--- config.mk ---
export PLATFORM = sky130hd
export DESIGN_NAME = cfg_ctx_loader
export DESIGN_NICKNAME = d
export VERILOG_FILES = /design/src/rtl/cfl_pkg.sv /design/src/rtl/cfl_pend_slot.sv /design/src/rtl/cfl_beat_seq.sv /design/src/rtl/cfl_valid_table.sv /design/src/rtl/cfg_ctx_loader.sv
export SDC_FILE = /design/constraint.sdc
export NUM_CORES = 1
export LEC_CHECK = 0
export ABC_CLOCK_PERIOD_IN_PS = 2500
export BUFFER_PORTS_ARGS = -buffer_cell sky130_fd_sc_hd__buf_2
export CORE_AREA = 4 4 167 169
export DETAILED_ROUTE_END_ITERATION = 7
export DIE_AREA = 0 0 171 173
export GPL_TIMING_DRIVEN = 1
export PLACE_DENSITY = 0.46
export SLEW_MARGIN = 20
export SYNTH_ARGS = -nofsm -noshare
export SYNTH_HDL_FRONTEND = slang
export SYNTH_SLANG_ARGS = --single-unit
--- constraint.sdc ---
create_clock -name clk -period 2.5 [get_ports clk]
set_clock_uncertainty 0.15 [all_clocks]
set_input_delay 0.5 -clock clk [delete_from_list [all_inputs] [get_ports clk]]
set_output_delay 0.5 -clock clk [all_outputs]
set_load 0.1 [all_outputs]
--- src/rtl/cfl_pkg.sv ---
package cfl_pkg;

  // Cache line of a given beat of a given configuration.
  function automatic int cache_line(int cfg, int beat, int beats);
    return cfg * beats + beat;
  endfunction

  // Flat index of a (region, context) pair in the valid vector.
  function automatic int pair_slot(int region, int ctx, int nctx);
    return region * nctx + ctx;
  endfunction

endpackage

--- src/rtl/cfl_pend_slot.sv ---
module cfl_pend_slot #(
  parameter int RW = 2,
  parameter int CW = 2,
  parameter int IW = 4
) (
  input  logic          clk,
  input  logic          rst_n,
  input  logic          push,
  input  logic [RW-1:0] push_region,
  input  logic [CW-1:0] push_ctx,
  input  logic [IW-1:0] push_cfg,
  input  logic          pop,
  output logic          full,
  output logic [RW-1:0] hold_region,
  output logic [CW-1:0] hold_ctx,
  output logic [IW-1:0] hold_cfg
);

  always_ff @(posedge clk) begin
    if (!rst_n) begin
      full        <= 1'b0;
      hold_region <= '0;
      hold_ctx    <= '0;
      hold_cfg    <= '0;
    end else if (push) begin
      full        <= 1'b1;
      hold_region <= push_region;
      hold_ctx    <= push_ctx;
      hold_cfg    <= push_cfg;
    end else if (pop) begin
      full <= 1'b0;
    end
  end

  // the top never overwrites an occupied slot
  a_r7_no_push_when_full: assert property (@(posedge clk) disable iff (!rst_n)
    push |-> !full);

  // a held command stays put until it is launched
  a_r5_slot_holds: assert property (@(posedge clk) disable iff (!rst_n)
    full && !pop |=> full && $stable(hold_region) && $stable(hold_cfg));

endmodule

--- src/rtl/cfl_beat_seq.sv ---
module cfl_beat_seq
  import cfl_pkg::*;
#(
  parameter int RW    = 2,
  parameter int CW    = 2,
  parameter int IW    = 4,
  parameter int BEATS = 8,
  parameter int BW    = 3,
  parameter int AW    = 7
) (
  input  logic          clk,
  input  logic          rst_n,
  input  logic          start,
  input  logic [RW-1:0] start_region,
  input  logic [CW-1:0] start_ctx,
  input  logic [IW-1:0] start_cfg,
  output logic          idle,
  output logic          rd_en,
  output logic [AW-1:0] rd_addr,
  output logic          wr_en,
  output logic [RW-1:0] wr_region,
  output logic [CW-1:0] wr_ctx,
  output logic [BW-1:0] wr_beat,
  output logic          done
);

  localparam logic [BW-1:0] LAST = BW'(BEATS - 1);

  logic          active;
  logic [BW-1:0] beat_q;
  logic [RW-1:0] reg_q;
  logic [CW-1:0] ctx_q;
  logic [IW-1:0] cfg_q;

  // read stage
  always_ff @(posedge clk) begin
    if (!rst_n) begin
      active <= 1'b0;
      beat_q <= '0;
      reg_q  <= '0;
      ctx_q  <= '0;
      cfg_q  <= '0;
    end else if (start) begin
      active <= 1'b1;
      beat_q <= '0;
      reg_q  <= start_region;
      ctx_q  <= start_ctx;
      cfg_q  <= start_cfg;
    end else if (active) begin
      if (beat_q == LAST) active <= 1'b0;
      else                beat_q <= beat_q + BW'(1);
    end
  end

  assign idle    = !active;
  assign rd_en   = active;
  assign rd_addr = AW'(cache_line(int'(cfg_q), int'(beat_q), BEATS));

  // write stage, one cycle behind the read
  always_ff @(posedge clk) begin
    if (!rst_n) begin
      wr_en     <= 1'b0;
      wr_region <= '0;
      wr_ctx    <= '0;
      wr_beat   <= '0;
    end else begin
      wr_en     <= active;
      wr_region <= reg_q;
      wr_ctx    <= ctx_q;
      wr_beat   <= beat_q;
    end
  end

  assign done = wr_en && (wr_beat == LAST);

  // a new stream only begins on an idle sequencer
  a_r2_start_when_idle: assert property (@(posedge clk) disable iff (!rst_n)
    start |-> !active);

  // beats advance by one per cycle while streaming
  a_r2_beat_steps: assert property (@(posedge clk) disable iff (!rst_n)
    active && !start && beat_q != LAST |=> active && beat_q == $past(beat_q) + BW'(1));

  // every read is followed by the write of the same beat
  a_r3_write_follows_read: assert property (@(posedge clk) disable iff (!rst_n)
    rd_en |=> wr_en && wr_beat == $past(beat_q) && wr_region == $past(reg_q));

endmodule

--- src/rtl/cfl_valid_table.sv ---
module cfl_valid_table #(
  parameter int NPAIR = 16,
  parameter int PW    = 4
) (
  input  logic             clk,
  input  logic             rst_n,
  input  logic             clr_en,
  input  logic [PW-1:0]    clr_idx,
  input  logic             set_en,
  input  logic [PW-1:0]    set_idx,
  input  logic             exec_req,
  input  logic [PW-1:0]    exec_idx,
  output logic [NPAIR-1:0] valid,
  output logic             grant,
  output logic             refuse
);

  for (genvar g = 0; g < NPAIR; g++) begin : g_pair
    always_ff @(posedge clk) begin
      if (!rst_n)                                  valid[g] <= 1'b0;
      else if (clr_en && clr_idx == PW'(g))        valid[g] <= 1'b0;
      else if (set_en && set_idx == PW'(g))        valid[g] <= 1'b1;
    end
  end

  always_ff @(posedge clk) begin
    if (!rst_n) begin
      grant  <= 1'b0;
      refuse <= 1'b0;
    end else begin
      grant  <= exec_req &&  valid[exec_idx];
      refuse <= exec_req && !valid[exec_idx];
    end
  end

  // never both answers at once
  a_r9_one_answer: assert property (@(posedge clk) disable iff (!rst_n)
    !(grant && refuse));

  // a request to a pair without valid data is refused
  a_r9_refuse_stale: assert property (@(posedge clk) disable iff (!rst_n)
    exec_req && !valid[exec_idx] |=> refuse);

endmodule

--- src/rtl/cfg_ctx_loader.sv ---
module cfg_ctx_loader
  import cfl_pkg::*;
#(
  parameter int NUM_REGIONS = 4,
  parameter int NUM_CTX     = 4,
  parameter int BEAT_W      = 192,
  parameter int BEATS       = 8,
  parameter int CFG_ID_W    = 4,
  localparam int RW    = (NUM_REGIONS > 1) ? $clog2(NUM_REGIONS) : 1,
  localparam int CW    = (NUM_CTX > 1) ? $clog2(NUM_CTX) : 1,
  localparam int BW    = (BEATS > 1) ? $clog2(BEATS) : 1,
  localparam int AW    = CFG_ID_W + BW,
  localparam int NPAIR = NUM_REGIONS * NUM_CTX,
  localparam int PW    = (NPAIR > 1) ? $clog2(NPAIR) : 1
) (
  input  logic                   clk,
  input  logic                   rst_n,
  input  logic                   ld_valid,
  input  logic [RW-1:0]          ld_region,
  input  logic [CW-1:0]          ld_ctx,
  input  logic [CFG_ID_W-1:0]    ld_cfg_id,
  output logic                   ld_stall,
  input  logic [NUM_REGIONS-1:0] region_busy,
  output logic                   cache_rd_en,
  output logic [AW-1:0]          cache_rd_addr,
  input  logic [BEAT_W-1:0]      cache_rd_data,
  output logic                   plane_wr_en,
  output logic [RW-1:0]          plane_wr_region,
  output logic [CW-1:0]          plane_wr_ctx,
  output logic [BW-1:0]          plane_wr_beat,
  output logic [BEAT_W-1:0]      plane_wr_data,
  input  logic                   exec_req,
  input  logic [RW-1:0]          exec_region,
  input  logic [CW-1:0]          exec_ctx,
  output logic                   exec_grant,
  output logic                   exec_refuse,
  output logic [NPAIR-1:0]       ctx_valid
);

  // named internal events
  logic                pend_full;
  logic [RW-1:0]       pend_region;
  logic [CW-1:0]       pend_ctx;
  logic [CFG_ID_W-1:0] pend_cfg;
  logic                seq_idle;
  logic                accept, direct, push, launch, start;
  logic [RW-1:0]       start_region;
  logic [CW-1:0]       start_ctx;
  logic [CFG_ID_W-1:0] start_cfg;
  logic                load_done;
  logic [PW-1:0]       start_idx, done_idx, exec_idx;

  assign accept   = ld_valid && !pend_full;
  assign ld_stall = ld_valid && pend_full;
  assign direct   = accept && seq_idle && !region_busy[ld_region];
  assign push     = accept && !direct;
  assign launch   = pend_full && seq_idle && !region_busy[pend_region];
  assign start    = direct || launch;

  assign start_region = launch ? pend_region : ld_region;
  assign start_ctx    = launch ? pend_ctx    : ld_ctx;
  assign start_cfg    = launch ? pend_cfg    : ld_cfg_id;

  assign start_idx = PW'(pair_slot(int'(start_region), int'(start_ctx), NUM_CTX));
  assign done_idx  = PW'(pair_slot(int'(plane_wr_region), int'(plane_wr_ctx), NUM_CTX));
  assign exec_idx  = PW'(pair_slot(int'(exec_region), int'(exec_ctx), NUM_CTX));

  cfl_pend_slot #(.RW(RW), .CW(CW), .IW(CFG_ID_W)) u_slot (
    .clk         (clk),
    .rst_n       (rst_n),
    .push        (push),
    .push_region (ld_region),
    .push_ctx    (ld_ctx),
    .push_cfg    (ld_cfg_id),
    .pop         (launch),
    .full        (pend_full),
    .hold_region (pend_region),
    .hold_ctx    (pend_ctx),
    .hold_cfg    (pend_cfg)
  );

  cfl_beat_seq #(.RW(RW), .CW(CW), .IW(CFG_ID_W), .BEATS(BEATS), .BW(BW), .AW(AW)) u_seq (
    .clk          (clk),
    .rst_n        (rst_n),
    .start        (start),
    .start_region (start_region),
    .start_ctx    (start_ctx),
    .start_cfg    (start_cfg),
    .idle         (seq_idle),
    .rd_en        (cache_rd_en),
    .rd_addr      (cache_rd_addr),
    .wr_en        (plane_wr_en),
    .wr_region    (plane_wr_region),
    .wr_ctx       (plane_wr_ctx),
    .wr_beat      (plane_wr_beat),
    .done         (load_done)
  );

  assign plane_wr_data = cache_rd_data;

  cfl_valid_table #(.NPAIR(NPAIR), .PW(PW)) u_valid (
    .clk      (clk),
    .rst_n    (rst_n),
    .clr_en   (start),
    .clr_idx  (start_idx),
    .set_en   (load_done),
    .set_idx  (done_idx),
    .exec_req (exec_req),
    .exec_idx (exec_idx),
    .valid    (ctx_valid),
    .grant    (exec_grant),
    .refuse   (exec_refuse)
  );

  // a stream never starts into an executing region
  a_r5_no_start_busy: assert property (@(posedge clk) disable iff (!rst_n)
    start |-> !region_busy[start_region]);

  // the target pair reads invalid once its load has begun
  a_r4_clear_on_start: assert property (@(posedge clk) disable iff (!rst_n)
    start |=> !ctx_valid[$past(start_idx)]);

  // the pair reads valid after its last beat is written
  a_r4_set_on_done: assert property (@(posedge clk) disable iff (!rst_n)
    load_done && !(start && start_idx == done_idx) |=> ctx_valid[$past(done_idx)]);

  // a stalled command neither queues nor streams
  a_r7_stall_ignored: assert property (@(posedge clk) disable iff (!rst_n)
    ld_stall |-> !push && !direct);

endmodule

-- Word-level counts from Yosys, hierarchy flattened
Index checks and enable logic that the tools add are counted.
- output and inout port bits: 227
- input port bits: 212
- register bits after elaboration: 47
- eq/ne operators: 32
- reductions and logical operators: 70
- bitwise gates (word level): 2
- order comparisons: 3
- multiplexer cells: 14
- add/subtract/negate cells: 5
- operators with widths (kind ; number):
    equality test 4 bit, second input constant ; 16
    logical AND 1 bit ; 42
    OR reduction 2 bit ; 17
    equality test 4 x 3 -> 1 bit, second input constant ; 8
    equality test 4 x 2 -> 1 bit, second input constant ; 4
    adder 4 x 2 -> 4 bit ; 3
    equality test 4 x 1 -> 1 bit, second input constant ; 2
    zero test 4 bit ; 2
    2-to-1 mux 1 bit ; 8
    adder 7 x 3 -> 7 bit ; 1
    equality test 3 bit, second input constant ; 2
    zero test 1 bit ; 6
    < comparator 2 x 3 -> 1 bit, second input constant ; 2
    < comparator 4 x 5 -> 1 bit, second input constant ; 1
    binary-select mux 1 bit (select 2 bit) ; 2
    binary-select mux 1 bit (select 4 bit) ; 1
    2-to-1 mux 2 bit ; 2
    2-to-1 mux 4 bit ; 1
    adder 3 x 1 -> 3 bit, second input constant ; 1
    inverter 1 bit ; 2
    AND reduction 2 bit ; 1
    nonzero test 2 bit ; 1
    logical OR 1 bit ; 1

-- Depth between registers and ports, before layout
- depth after elaboration: 9
- gate-level depth with buffers: 7
- mapped depth without buffers: 5

-- Cells and area by module
A second synthesis with hierarchy kept.
- cell total of the unflattened synthesis: 389
- area, all modules: 3510.9 µm²
- modules (own cells, without submodules) (module ; area an instance (µm²) ; cells each ; seq. area each (µm²) ; instances):
    cfg_ctx_loader ; 1644.1 ; 212 ; 0.0 ; 1
    cfl_valid_table ; 837.1 ; 90 ; 360.3 ; 1
    cfl_beat_seq ; 694.4 ; 59 ; 400.4 ; 1
    cfl_pend_slot ; 335.3 ; 28 ; 180.2 ; 1

-- Least setup slack after synthesis
Ideal clock, no wire load.
- path type: reg2reg
- start: reg u_seq.active, in the netlist u_seq.rd_en
- end: reg u_valid.valid[12]
- stages on the path, launching flop included: 6
- slack: -0.108 ns
- clock period less this slack: 2.608 ns
- buffers on the path: 1
- data arrival time: 2.339 ns
- path through: dfxtp_1 and3b_1 a2bb2oi_1 buf_4 a32oi_1 o221a_2
- word-level cells in the longest chain between the ends: 8
- elaborated cells on any way between the ends: 12
- classes of those cells: 1 x add/sub; 1 x eq/ne; 2 x mux; 8 x reduce/logical
- ends and longest elaborated chain (item ; line ; text):
    from (decl) ; cfl_beat_seq.sv:29 ; logic active;
    from (signal assigned) ; cfl_beat_seq.sv:38 ; active <= 1'b0;
    from (signal assigned) ; cfl_beat_seq.sv:44 ; active <= 1'b1;
    from (signal assigned) ; cfl_beat_seq.sv:50 ; if (beat_q == LAST) active <= 1'b0;
    zero test 1 bit (*) ; cfl_beat_seq.sv:55 ; assign idle = !active;
    logical AND 1 bit (2 in series) ; cfg_ctx_loader.sv:57 ; assign launch = pend_full && seq_idle && !region_busy[pend_region];
    2-to-1 mux 2 bit (on tied branches) ; cfg_ctx_loader.sv:61, cfg_ctx_loader.sv:60 ;
    adder 4 x 2 -> 4 bit ; cfl_pkg.sv:10 ; return region * nctx + ctx;
    equality test 4 bit ; cfl_valid_table.sv:21 ; else if (clr_en && clr_idx == PW'(g)) valid[g] <= 1'b0;
    logical AND 1 bit (*) ; cfl_valid_table.sv:21 ;
    OR reduction 2 bit (no line) (*) ; n/a ;
    to (signal, indexed assignment) ; cfl_valid_table.sv:20 ; if (!rst_n) valid[g] <= 1'b0;
    to (signal, indexed assignment) ; cfl_valid_table.sv:21 ;
    to (signal, indexed assignment) ; cfl_valid_table.sv:22 ; else if (set_en && set_idx == PW'(g)) valid[g] <= 1'b1;
    to (decl) ; cfl_valid_table.sv:13 ; output logic [NPAIR-1:0] valid,
Mark *: on every way between the ends. The rest lies on a longest branch, timed or not.
A chain may end at the register's enable or synchronous reset.

-- Worst setup path after layout
- start: reg u_slot.hold_region[0]
- end: reg u_valid.valid[14]
- word-level cells in the longest chain between the ends: 9
- elaborated cells on any way between the ends: 11
- classes of those cells: 1 x add/sub; 1 x eq/ne; 4 x mux; 5 x reduce/logical
- ends and longest elaborated chain (item ; line ; text):
    from (decl) ; cfl_pend_slot.sv:14 ; output logic [RW-1:0] hold_region,
    from (signal assigned) ; cfl_pend_slot.sv:27 ; hold_region <= push_region;
    binary-select mux 1 bit (select 2 bit) ; cfg_ctx_loader.sv:57 ;
    2-to-1 mux 1 bit (not written as such) ; cfg_ctx_loader.sv:57 ;
    zero test 1 bit ; cfg_ctx_loader.sv:57 ;
    logical AND 1 bit ; cfg_ctx_loader.sv:57 ;
    2-to-1 mux 2 bit (on tied branches) ; cfg_ctx_loader.sv:61, cfg_ctx_loader.sv:60 ;
    adder 4 x 2 -> 4 bit ; cfl_pkg.sv:10 ;
    equality test 4 bit ; cfl_valid_table.sv:21 ;
    logical AND 1 bit (*) ; cfl_valid_table.sv:21 ;
    OR reduction 2 bit (no line) (*) ; n/a ;
Mark *: on every way between the ends. The rest lies on a longest branch, timed or not. The select of a mux whose other input is x is not followed.

==> metrics.yaml <==
pin_count: 439
slew-limit-headroom_pct: 52.1
core_um2: 26600
fmax_mhz: 446
nets: 490
drtAntennaViolNets: 0
routed-via-count: 2156
drv_cap: 0
area_growth_pct: -15.2
min_path_type: "input port to register"
ys_ff_latch: 47
ys.flop_type: "dfxtp_1"
synth_async_sr_flop_share_pct: 0
netlist_instances: 406
antenna_found_initial: 5
synthTopCellsByCount: "buf_4, dfxtp_1, nand2_1"
wl_um: 11100
syn_avg_cell_area_um2: 8.96
grt_usage_pct: 7.33
num_rows: 60
yosys.area.top_type: "buf_4"
io_buffers: 54
worstSetupStartpointType: "register"
hold_viol: 0
drt_iter0_drc: 87
cp.buffers_inverters: 1
dieArea_um2: 29600
place_inst: 610
crit_type: "register to register"
synthMostInstantiatedCell: "buf_4"
cp_slowest_cell: "or3b_2"
first_pass_iters: 4
clockRootBuffer: "clkbuf_16"
syn_nets: 620
drv_slew: 0
vias_per_cell: 3.49
start_util_pct: 13.7
grt_pass1_vias: 2255
die_h_um: 173
synth_edf_count: 0
clk_latency_ns: 0.30
gp_congestion: 0.711
post-route-drc-count: 0
setup_viol_count_final: 0
worst_path_largest_cell_delay_ns: 0.52
synthTopCellsByArea: "buf_4, dfxtp_1, mux2i_1"
critPathTopFamily: "compound AO/OA/AOI/OAI gates"
critPathCaptureType: "register"
cp.required_ns: 2.54
worstPathArrival_ns: 2.28
die_x_um: 171
cts_setup_buffers: 0
power.density_nw_per_um2: 641
numCtsBuffers: 5
fin_cells: 618
drive_above_1_share_pct: 35.0
status: "finished, final reports clean"
cts_hold_buf: 0
min_period_ns: 2.24
grt_max_degree: 45
p_leak_nw: 1.19
cts_resized: 0
clockBufferDepth: 2
ys_seq_area_share_pct: 25.9
wire_per_inst_um: 18.0
final.setup.tns_ns: 0
antenna-diode-count: 0
crit_chain: "or3b_2 -> a2bb2oi_2 -> buf_4 -> o32a_1 -> o221a_2"
grt_pass1_wl_um: 15600
overflow: 0
synth_cell_types: 42
yosysTopAreaCellShare_pct: 39.8
fin_crit_sh_pct: 89.7
critPathMaxFanout: 11
ir_drop_uv: 187
rsz0062_at_grt: "false"
clk_pin_slew_worst_paths_ns: 0.07
clock_sinks: 47
yosysWarnings: 0
cts_tree: "built"
syn-cell-area_um2: 3640
htreeDepth: 2
hpwl_um: 8880
tightest_slew_ns: 0.719
[cells by family after synthesis]
kind of cell / share of synthesized area (%)
AOI/OAI and AO/OA: 11.6
xor gates and xnor gates: 0.241
adders and majority gates: 0.688
buffers and inverters: 41.7
DFF: 25.9
muxes: 8.43
and+or+nand+nor: 11.5
[cell type report]
cell class | instances | area (um2)
repair buffers | 66 | 373
multi-input cells | 153 | 1180
fillers | 3080 | 23500
clock buffers | 6 | 129
clock inverters | 2 | 16.3
well taps | 341 | 427
inverters | 3 | 11.3
flip-flops and latches | 47 | 942
[final timing paths]
kind / start / end / slack, ns / depth (start not counted)
max reg2reg: u_slot.hold_region[0]$_SDFFE_PN0P_ / u_valid.valid[14]$_SDFFE_PP0P_ / 0.26 / 5
min: exec_req / u_valid.refuse$_SDFF_PN0_ / 0.30 / 3
max: u_slot.hold_region[0]$_SDFFE_PN0P_ / u_valid.valid[14]$_SDFFE_PP0P_ / 0.26 / 5
min reg2reg: u_seq.ctx_q[1]$_SDFFE_PN0P_ / u_seq.wr_ctx[1]$_SDFF_PN0_ / 0.32 / 1
[per-layer routing]
metal	global-route usage, %	wire length [um]	up-vias
met1	7.30	3890	964
met5	0	69	-
met4	6.50	958	10
met3	4.46	1490	97
li1	-	-	929
met2	10.6	4710	156
[sequential cells by signal (all words and copies together) (netlist names), 2 cells and up]
name and cells:
u_seq.wr_beat 3, u_slot.hold_cfg 4, u_slot.hold_region 2, u_seq.beat_q 3, u_seq.wr_region 2, u_seq.reg_q 2
u_seq.wr_ctx 2, u_seq.cfg_q 4, u_seq.ctx_q 2, u_valid.valid 16, u_slot.hold_ctx 2
[stage by stage]
stage          setup WS [ns]  area (um2)  hold WS (ns)  utilization [%]  total power, mW
2_1_floorplan          0.185        3640         0.274                -             2.61
3_3_place_gp           0.112        2940         0.309             11.1             1.29
3_5_place_dp           0.100        2940         0.307             11.1             1.30
4_1_cts                0.246        3080         0.285             11.6             2.03
5_1_grt                0.173        3080         0.303             11.6             2.08
6_report               0.257        3080         0.301             11.6             1.98
[layout by cell type (no fill, tap or decap), types with 3 or more instances in the layout]
| cell | count |
|---|---|
| mux4_2 | 5 |
| inv_1 | 3 |
| clkbuf_16 | 5 |
| dfxtp_1 | 46 |
| buf_2 | 54 |
| nor2_1 | 17 |
| nor2b_1 | 14 |
| nand3b_1 | 4 |
| mux2i_1 | 16 |
| o221a_2 | 9 |
| and2_1 | 9 |
| a31oi_1 | 5 |
| nand2_1 | 19 |
| mux2_2 | 3 |
| o221a_1 | 8 |
| o21ai_0 | 8 |
| buf_4 | 11 |
| nor3_1 | 6 |
[report_power, final]
part	internal (mW)	switching, mW	leakage [nW]	total (mW)
sequential	0.791	0.0426	0.382	0.833
clock	0.376	0.332	0.0675	0.708
combinational	0.129	0.308	0.740	0.437
[worst reg2reg max path: cells and delay by family, from the launching register on]
family / cells / cell delay, ns
compound gates: 3 / 0.86
buf+inv: 1 / 0.20
flops: 1 / 0.40
simple gates: 1 / 0.52
Power figures use the tool's default switching activity.
